File: src/rtl/uart_rx_pkg.sv
package uart_rx_pkg;

    localparam int CHAR_MAX = 9;

    typedef enum logic [2:0] {
        ST_IDLE,
        ST_START,
        ST_DATA,
        ST_PARITY,
        ST_STOP1,
        ST_STOP2
    } rx_state_e;

    // length select: 0 -> 7 bits, 2 -> 9 bits, anything else -> 8 bits
    function automatic logic [3:0] char_bits(input logic [1:0] sel);
        unique case (sel)
            2'd0:    return 4'd7;
            2'd2:    return 4'd9;
            default: return 4'd8;
        endcase
    endfunction

endpackage

File: src/rtl/uart_rx_sync.sv
module uart_rx_sync #(
    parameter int STAGES = 2
) (
    input  logic clk,
    input  logic rst_n,
    input  logic pin_in,
    input  logic invert,
    output logic level
);
    logic [STAGES-1:0] chain_q;

    // polarity applied before the chain so reset means idle
    always_ff @(posedge clk or negedge rst_n) begin
        if (!rst_n) chain_q <= '1;
        else        chain_q <= {chain_q[STAGES-2:0], pin_in ^ invert};
    end

    assign level = chain_q[STAGES-1];
endmodule

File: src/rtl/uart_rx_frame.sv
module uart_rx_frame
    import uart_rx_pkg::*;
#(
    parameter int OVS = 16
) (
    input  logic                clk,
    input  logic                rst_n,
    input  logic                tick,
    input  logic                rx_en,
    input  logic                line,
    input  logic [3:0]          nbits,
    input  logic                par_en,
    input  logic                par_odd,
    input  logic                two_stop,
    input  logic                msb_first,
    input  logic                data_inv,
    output logic                done,
    output logic                near_end,
    output logic [CHAR_MAX-1:0] char_out,
    output logic                par_err,
    output logic                frm_err,
    output rx_state_e           state_o
);
    localparam int CNT_W = $clog2(OVS);
    localparam logic [CNT_W-1:0] LAST_T = CNT_W'(OVS - 1);
    localparam logic [CNT_W-1:0] HALF_T = CNT_W'(OVS / 2 - 1);

    rx_state_e           state, nxt;
    logic [CNT_W-1:0]    cnt;
    logic [3:0]          bit_idx;
    logic [CHAR_MAX-1:0] shreg;
    logic                ones;
    logic                fe_acc;
    logic                sample, confirm, dbit, in_frame;

    assign in_frame = (state == ST_DATA) || (state == ST_PARITY) ||
                      (state == ST_STOP1) || (state == ST_STOP2);
    assign sample   = tick && in_frame && (cnt == LAST_T);
    assign confirm  = tick && (state == ST_START) && (cnt == HALF_T);
    assign dbit     = line ^ data_inv;

    // state register
    always_ff @(posedge clk or negedge rst_n) begin
        if (!rst_n) state <= ST_IDLE;
        else        state <= nxt;
    end

    // next-state logic
    always_comb begin
        nxt = state;
        unique case (state)
            ST_IDLE:   if (tick && !line) nxt = ST_START;
            ST_START:  if (confirm) nxt = line ? ST_IDLE : ST_DATA;
            ST_DATA:   if (sample && bit_idx == nbits - 4'd1)
                           nxt = par_en ? ST_PARITY : ST_STOP1;
            ST_PARITY: if (sample) nxt = ST_STOP1;
            ST_STOP1:  if (sample) nxt = two_stop ? ST_STOP2 : ST_IDLE;
            ST_STOP2:  if (sample) nxt = ST_IDLE;
            default:   nxt = ST_IDLE;
        endcase
        if (!rx_en) nxt = ST_IDLE;
    end

    // datapath: tick counter, bit index, shift register, accumulators
    always_ff @(posedge clk or negedge rst_n) begin
        if (!rst_n) begin
            cnt     <= '0;
            bit_idx <= '0;
            shreg   <= '0;
            ones    <= 1'b0;
            fe_acc  <= 1'b0;
        end else begin
            if (state != nxt)         cnt <= '0;
            else if (tick)            cnt <= (cnt == LAST_T) ? '0 : cnt + 1'b1;

            if (nxt == ST_START && state == ST_IDLE) begin
                shreg   <= '0;
                ones    <= 1'b0;
                fe_acc  <= 1'b0;
                bit_idx <= '0;
            end

            if (sample) begin
                unique case (state)
                    ST_DATA: begin
                        bit_idx <= bit_idx + 4'd1;
                        ones    <= ones ^ dbit;
                        if (msb_first) shreg <= {shreg[CHAR_MAX-2:0], dbit};
                        else           shreg <= {dbit, shreg[CHAR_MAX-1:1]};
                    end
                    ST_PARITY: ones <= ones ^ dbit;
                    ST_STOP1, ST_STOP2: if (!line) fe_acc <= 1'b1;
                    default: ;
                endcase
            end
        end
    end

    // outputs
    always_comb begin
        done     = rx_en && sample &&
                   ((state == ST_STOP1 && !two_stop) || state == ST_STOP2);
        near_end = rx_en && sample &&
                   ((two_stop && state == ST_STOP1) ||
                    (!two_stop && state != ST_STOP1 && nxt == ST_STOP1));
        if (msb_first) char_out = shreg;
        else           char_out = shreg >> (4'd9 - nbits);
        par_err  = par_en && (ones ^ par_odd);
        frm_err  = fe_acc || !line;
        state_o  = state;
    end
endmodule

File: src/rtl/uart_rx_holding.sv
module uart_rx_holding
    import uart_rx_pkg::*;
(
    input  logic                clk,
    input  logic                rst_n,
    input  logic                rx_en,
    input  logic                done,
    input  logic                near_end,
    input  logic [CHAR_MAX-1:0] char_in,
    input  logic                pe_in,
    input  logic                fe_in,
    input  logic                rd,
    input  logic                rts_en,
    output logic [CHAR_MAX-1:0] data_q,
    output logic                full_q,
    output logic                ovr_q,
    output logic                fe_q,
    output logic                pe_q,
    output logic                sum,
    output logic                irq_q,
    output logic                rts_n
);
    logic frame_lost;

    always_ff @(posedge clk or negedge rst_n) begin
        if (!rst_n) begin
            data_q     <= '0;
            full_q     <= 1'b0;
            ovr_q      <= 1'b0;
            fe_q       <= 1'b0;
            pe_q       <= 1'b0;
            irq_q      <= 1'b0;
            frame_lost <= 1'b0;
        end else begin
            irq_q <= 1'b0;
            if (rd) begin
                full_q <= 1'b0;
                ovr_q  <= 1'b0;
                fe_q   <= 1'b0;
                pe_q   <= 1'b0;
            end
            if (near_end && full_q && !rd) begin
                ovr_q      <= 1'b1;
                frame_lost <= 1'b1;
            end
            if (done) begin
                if (!frame_lost) begin
                    data_q <= char_in;
                    full_q <= 1'b1;
                    pe_q   <= pe_in;
                    fe_q   <= fe_in;
                    irq_q  <= 1'b1;
                end
                frame_lost <= 1'b0;
            end
            if (!rx_en) frame_lost <= 1'b0;
        end
    end

    assign sum   = ovr_q | fe_q | pe_q;
    assign rts_n = !(rts_en && rx_en && !full_q);
endmodule

File: src/rtl/rx_oversample_uart.sv
module rx_oversample_uart
    import uart_rx_pkg::*;
#(
    parameter int OVS         = 16,
    parameter int SYNC_STAGES = 2
) (
    input  logic       clk,
    input  logic       rst_n,
    input  logic       tick16,
    input  logic       rx_en,
    input  logic [1:0] char_len,
    input  logic [1:0] par_mode,
    input  logic       two_stop,
    input  logic       msb_first,
    input  logic       data_inv,
    input  logic       line_inv,
    input  logic       rts_en,
    input  logic       rxd,
    input  logic       rd_strobe,
    output logic [8:0] rx_data,
    output logic       buf_full,
    output logic       err_overrun,
    output logic       err_frame,
    output logic       err_parity,
    output logic       err_sum,
    output logic       rx_irq,
    output logic       rts_n
);
    logic                line_lvl;
    logic                xfer_w, near_w, pe_w, fe_w;
    logic [CHAR_MAX-1:0] char_w;
    rx_state_e           eng_state;

    uart_rx_sync #(.STAGES(SYNC_STAGES)) u_sync (
        .clk    (clk),
        .rst_n  (rst_n),
        .pin_in (rxd),
        .invert (line_inv),
        .level  (line_lvl)
    );

    uart_rx_frame #(.OVS(OVS)) u_frame (
        .clk       (clk),
        .rst_n     (rst_n),
        .tick      (tick16),
        .rx_en     (rx_en),
        .line      (line_lvl),
        .nbits     (char_bits(char_len)),
        .par_en    (par_mode == 2'd1 || par_mode == 2'd2),
        .par_odd   (par_mode == 2'd1),
        .two_stop  (two_stop),
        .msb_first (msb_first),
        .data_inv  (data_inv),
        .done      (xfer_w),
        .near_end  (near_w),
        .char_out  (char_w),
        .par_err   (pe_w),
        .frm_err   (fe_w),
        .state_o   (eng_state)
    );

    uart_rx_holding u_hold (
        .clk      (clk),
        .rst_n    (rst_n),
        .rx_en    (rx_en),
        .done     (xfer_w),
        .near_end (near_w),
        .char_in  (char_w),
        .pe_in    (pe_w),
        .fe_in    (fe_w),
        .rd       (rd_strobe),
        .rts_en   (rts_en),
        .data_q   (rx_data),
        .full_q   (buf_full),
        .ovr_q    (err_overrun),
        .fe_q     (err_frame),
        .pe_q     (err_parity),
        .sum      (err_sum),
        .irq_q    (rx_irq),
        .rts_n    (rts_n)
    );
endmodule

File: config.mk
export PLATFORM = sky130hd
export DESIGN_NAME = rx_oversample_uart
export DESIGN_NICKNAME = d
export VERILOG_FILES = /design/src/rtl/uart_rx_pkg.sv /design/src/rtl/uart_rx_sync.sv /design/src/rtl/uart_rx_frame.sv /design/src/rtl/uart_rx_holding.sv /design/src/rtl/rx_oversample_uart.sv
export SDC_FILE = /design/constraint.sdc
export NUM_CORES = 1
export LEC_CHECK = 0
export BUFFER_PORTS_ARGS = -buffer_cell sky130_fd_sc_hd__buf_2
export CORE_MARGIN = 2
export CORE_UTILIZATION = 55
export DETAILED_ROUTE_END_ITERATION = 8
export MAX_ROUTING_LAYER = met4
export PLACE_DENSITY = 0.77
export SLEW_MARGIN = 20
export SYNTH_ARGS = -nofsm -noshare
export SYNTH_HDL_FRONTEND = slang
export SYNTH_SLANG_ARGS = --single-unit
File: constraint.sdc
create_clock -name clk -period 5.1 [get_ports clk]
set_input_delay 0.255 -clock clk [delete_from_list [all_inputs] [get_ports clk]]
set_output_delay 0.255 -clock clk [all_outputs]
set_load 0.005 [all_outputs]
==> impl_metrics.yaml <==
run_status:
  outcome: "complete, no violations"
sta:
  setup_violations: 0
  timing.hold.ws_ps: 70.9
  clock_skew_ps: 6.20
  slew_headroom: 0.435
  hold_viol: 0
  rsz0062_at_grt: "no"
  worst_pin_slew_ps: 847
  drv_slew: 0
  fmax_ghz: 0.360
  setup_tns_ps: 0
  setup_ws_ps: 2320
  period_needed_ps: 2780
  min_period_over_period: 0.545
die:
  core_mm2: 0.00403
  die_area_mm2: 0.00475
  die_w_um: 68.9
  initial_utilization: 0.575
  ios: 31
  core.rowCount: 23
  die_h_um: 68.9
clocking:
  insertion_delay_ps: 290
  cts.sinks: 39
  clkTransAtPathRegs_ps: 70
  cts_setup_buffers: 0
  cts-buffers-inserted: 5
  clock_tree.buffer_depth: 2
  cts_resized: 0
  htree_levels: 2
  root_buffer: "clkbuf_8"
  cts_tree: "done"
  cts_hold_buf: 0
layout:
  syn_to_final_growth_pct: 10.3
  drive_gt1_frac: 0.188
  fillerInstances: 329
  layout.nets: 302
  antenna_cells: 0
  multi_input_area_mm2: 0.00125
  area.sequential_um2: 978
routing:
  wl_per_cell_um: 14.6
  viasPerCell: 5.97
  routed_wl_um: 4840
  first_pass_iters: 4
  drcViolationCount: 0
  vias: 1982
  ant_nets: 0
  drt_iter0_markers: 139
logic_synthesis:
  yosysWarnings: 0
  synthCells: 257
  synth_top_area_frac: 0.400
  synth_edf_count: 0
  synthesis.area_mm2: 0.00232
  synth_top_cell_by_area: "dfrtp_1"
  syn_area_per_cell_um2: 9.02
  synth-async-reset-ratio: 1.00
  syn_nets: 278
  synth_flop_cell: "dfrtp_1"
  netlist_top_cells_count: "nand2_1, dfrtp_1, o21ai_1, nor2_1"
  synth_area_leaders: "dfrtp_1, nand2_1, o21ai_1"
  seq_area_frac_synth: 0.422
  synth_cell_types: 51
  yosysMostFrequentCell: "nand2_1"
  synth-seq-cells: 39
global_routing:
  grt_pass1_wl_um: 7680
  antenna_found_initial: 0
  grt-ovfl-total: 0
  grt_usage: 0.222
  grt_pass1_vias: 1717
  grt_max_degree: 40
setup_path:
  crit_path_top_delay_cell: "nand4b_1"
  cpPeakStageDelay_ps: 690
  required_ps: 5240
  worstPathMaxFanout: 23
  path_class: "reg -> reg"
  endpoint_kind: "flip-flop"
  worstPathArrival_ps: 2920
  path_cells: "inv_1 -> ha_1 -> nand2b_2 -> nor3_1 -> nand4b_1 -> nand3b_1 -> o211ai_1"
  startpoint_type: "flip-flop"
power_and_ir_drop:
  p_leak_uw: 0.00111
  power.density_mw_per_mm2: 232
  p_total_uw: 593
  vdd_drop_max_uv: 121
run:
  drv_cap: 0
placement:
  dp_hpwl_um: 3370
  port_buffers: 30
  pre_cts_ws_ps: 2330
  finalWeightedCongestion: 0.902
min_path:
  hold_class: "in -> async"
cell usage in the layout, fill, tap and decap left out, types with 2 or more instances in the layout:
master	count
nor4_1	3
a22oi_1	9
or3_1	4
mux2i_1	2
dfrtp_1	37
and3_1	2
xnor2_1	3
o31ai_1	3
inv_1	9
nand2b_1	2
nor2_1	14
buf_2	30
a221oi_1	6
o21ai_0	3
nand3b_1	4
nor2b_1	6
dfstp_2	2
nand3_1	4
o21ai_1	24
a21oi_1	7
nand2_1	46
a21o_1	2
nand4bb_1	2
clkbuf_1	2
nor3_1	4
o31a_1	2
o211ai_1	6
ha_1	6
nand4_1	2
clkbuf_8	5
mux2_2	7
a211oi_1	4
stage by stage:
| step | utilization | instances | cell area, um^2 |
|---|---|---|---|
| final | 0.634 | 332 | 2550 |
| after global routing | 0.634 | 332 | 2550 |
| after CTS | 0.634 | 332 | 2550 |
| after detailed placement | 0.614 | 324 | 2470 |
| after global placement | 0.614 | 324 | 2470 |
| after floorplan | - | 257 | 2320 |
flip-flops by register name, indices dropped and copies added, names as in the netlist:
| register | cells |
|---|---|
| u_frame.bit_idx | 4 |
| u_frame.cnt | 4 |
| u_frame.fe_acc | 1 |
| u_frame.ones | 1 |
| u_frame.shreg | 9 |
| u_frame.state_o | 3 |
| u_hold.data_q | 9 |
| u_hold.fe_q | 1 |
| u_hold.frame_lost | 1 |
| u_hold.full_q | 1 |
| u_hold.irq_q | 1 |
| u_hold.ovr_q | 1 |
| u_hold.pe_q | 1 |
| u_sync.chain_q | 2 |
routing by layer:
layer,track usage,part of all wire,vias up
met5,-,0,-
met4,0.0809,0.012,0
met3,0.0406,0.050,8
met2,0.343,0.46,50
met1,0.292,0.48,934
li1,-,-,990
power breakdown:
part | leakage, uW | internal, uW | switching (uW)
registers | 0.000535 | 319 | 10.9
logic | 0.000537 | 24.0 | 40.7
clock network | 0.0000422 | 95.9 | 102
total | 0.00111 | 439 | 154
logic make-up after synthesis:
| kind of cell | after synthesis | synth area share |
|---|---|---|
| XOR/XNOR | 4 | 0.0151 |
| multiplexers | 9 | 0.0427 |
| flip-flops | 39 | 0.422 |
| AO/OA/AOI/OAI | 76 | 0.231 |
| adder cells (fa/ha/maj) | 6 | 0.0324 |
| buffers and inverters | 22 | 0.0389 |
| AND/OR/NAND/NOR | 101 | 0.218 |
path summary, 6_finish.rpt:
path                                     from            endpoint  cells past startpoint  slack (ps)
max                        u_frame.state_o[1]         u_hold.fe_q                      7        2320
max reg2reg                u_frame.state_o[1]         u_hold.fe_q                      7        2320
min reg2reg                 u_sync.chain_q[0]   u_sync.chain_q[1]                      0         360
min                                     rst_n  u_frame.bit_idx[2]                      1          70
max in group asynchronous               rst_n    u_frame.shreg[6]                      1        4500
min in group clk                          rxd   u_sync.chain_q[0]                      2         110
worst max-delay path: cells and delay by family (launching register included):
kind	cells	cell delay, ps
AO/OA/AOI/OAI	1	110
adder cells (fa/ha/maj)	1	340
buffers and inverters	1	180
AND/OR/NAND/NOR	4	1500
flip-flops	1	500
cell type report:
class | count | area share
Clock inverter | 1 | 0.00196
Timing Repair Buffer | 30 | 0.0588
Inverter | 9 | 0.0132
Tap cell | 50 | 0.0245
Multi-Input combinational cell | 196 | 0.489
Clock buffer | 7 | 0.0299
Sequential cell | 39 | 0.383
Power figures use the tool's default switching activity.
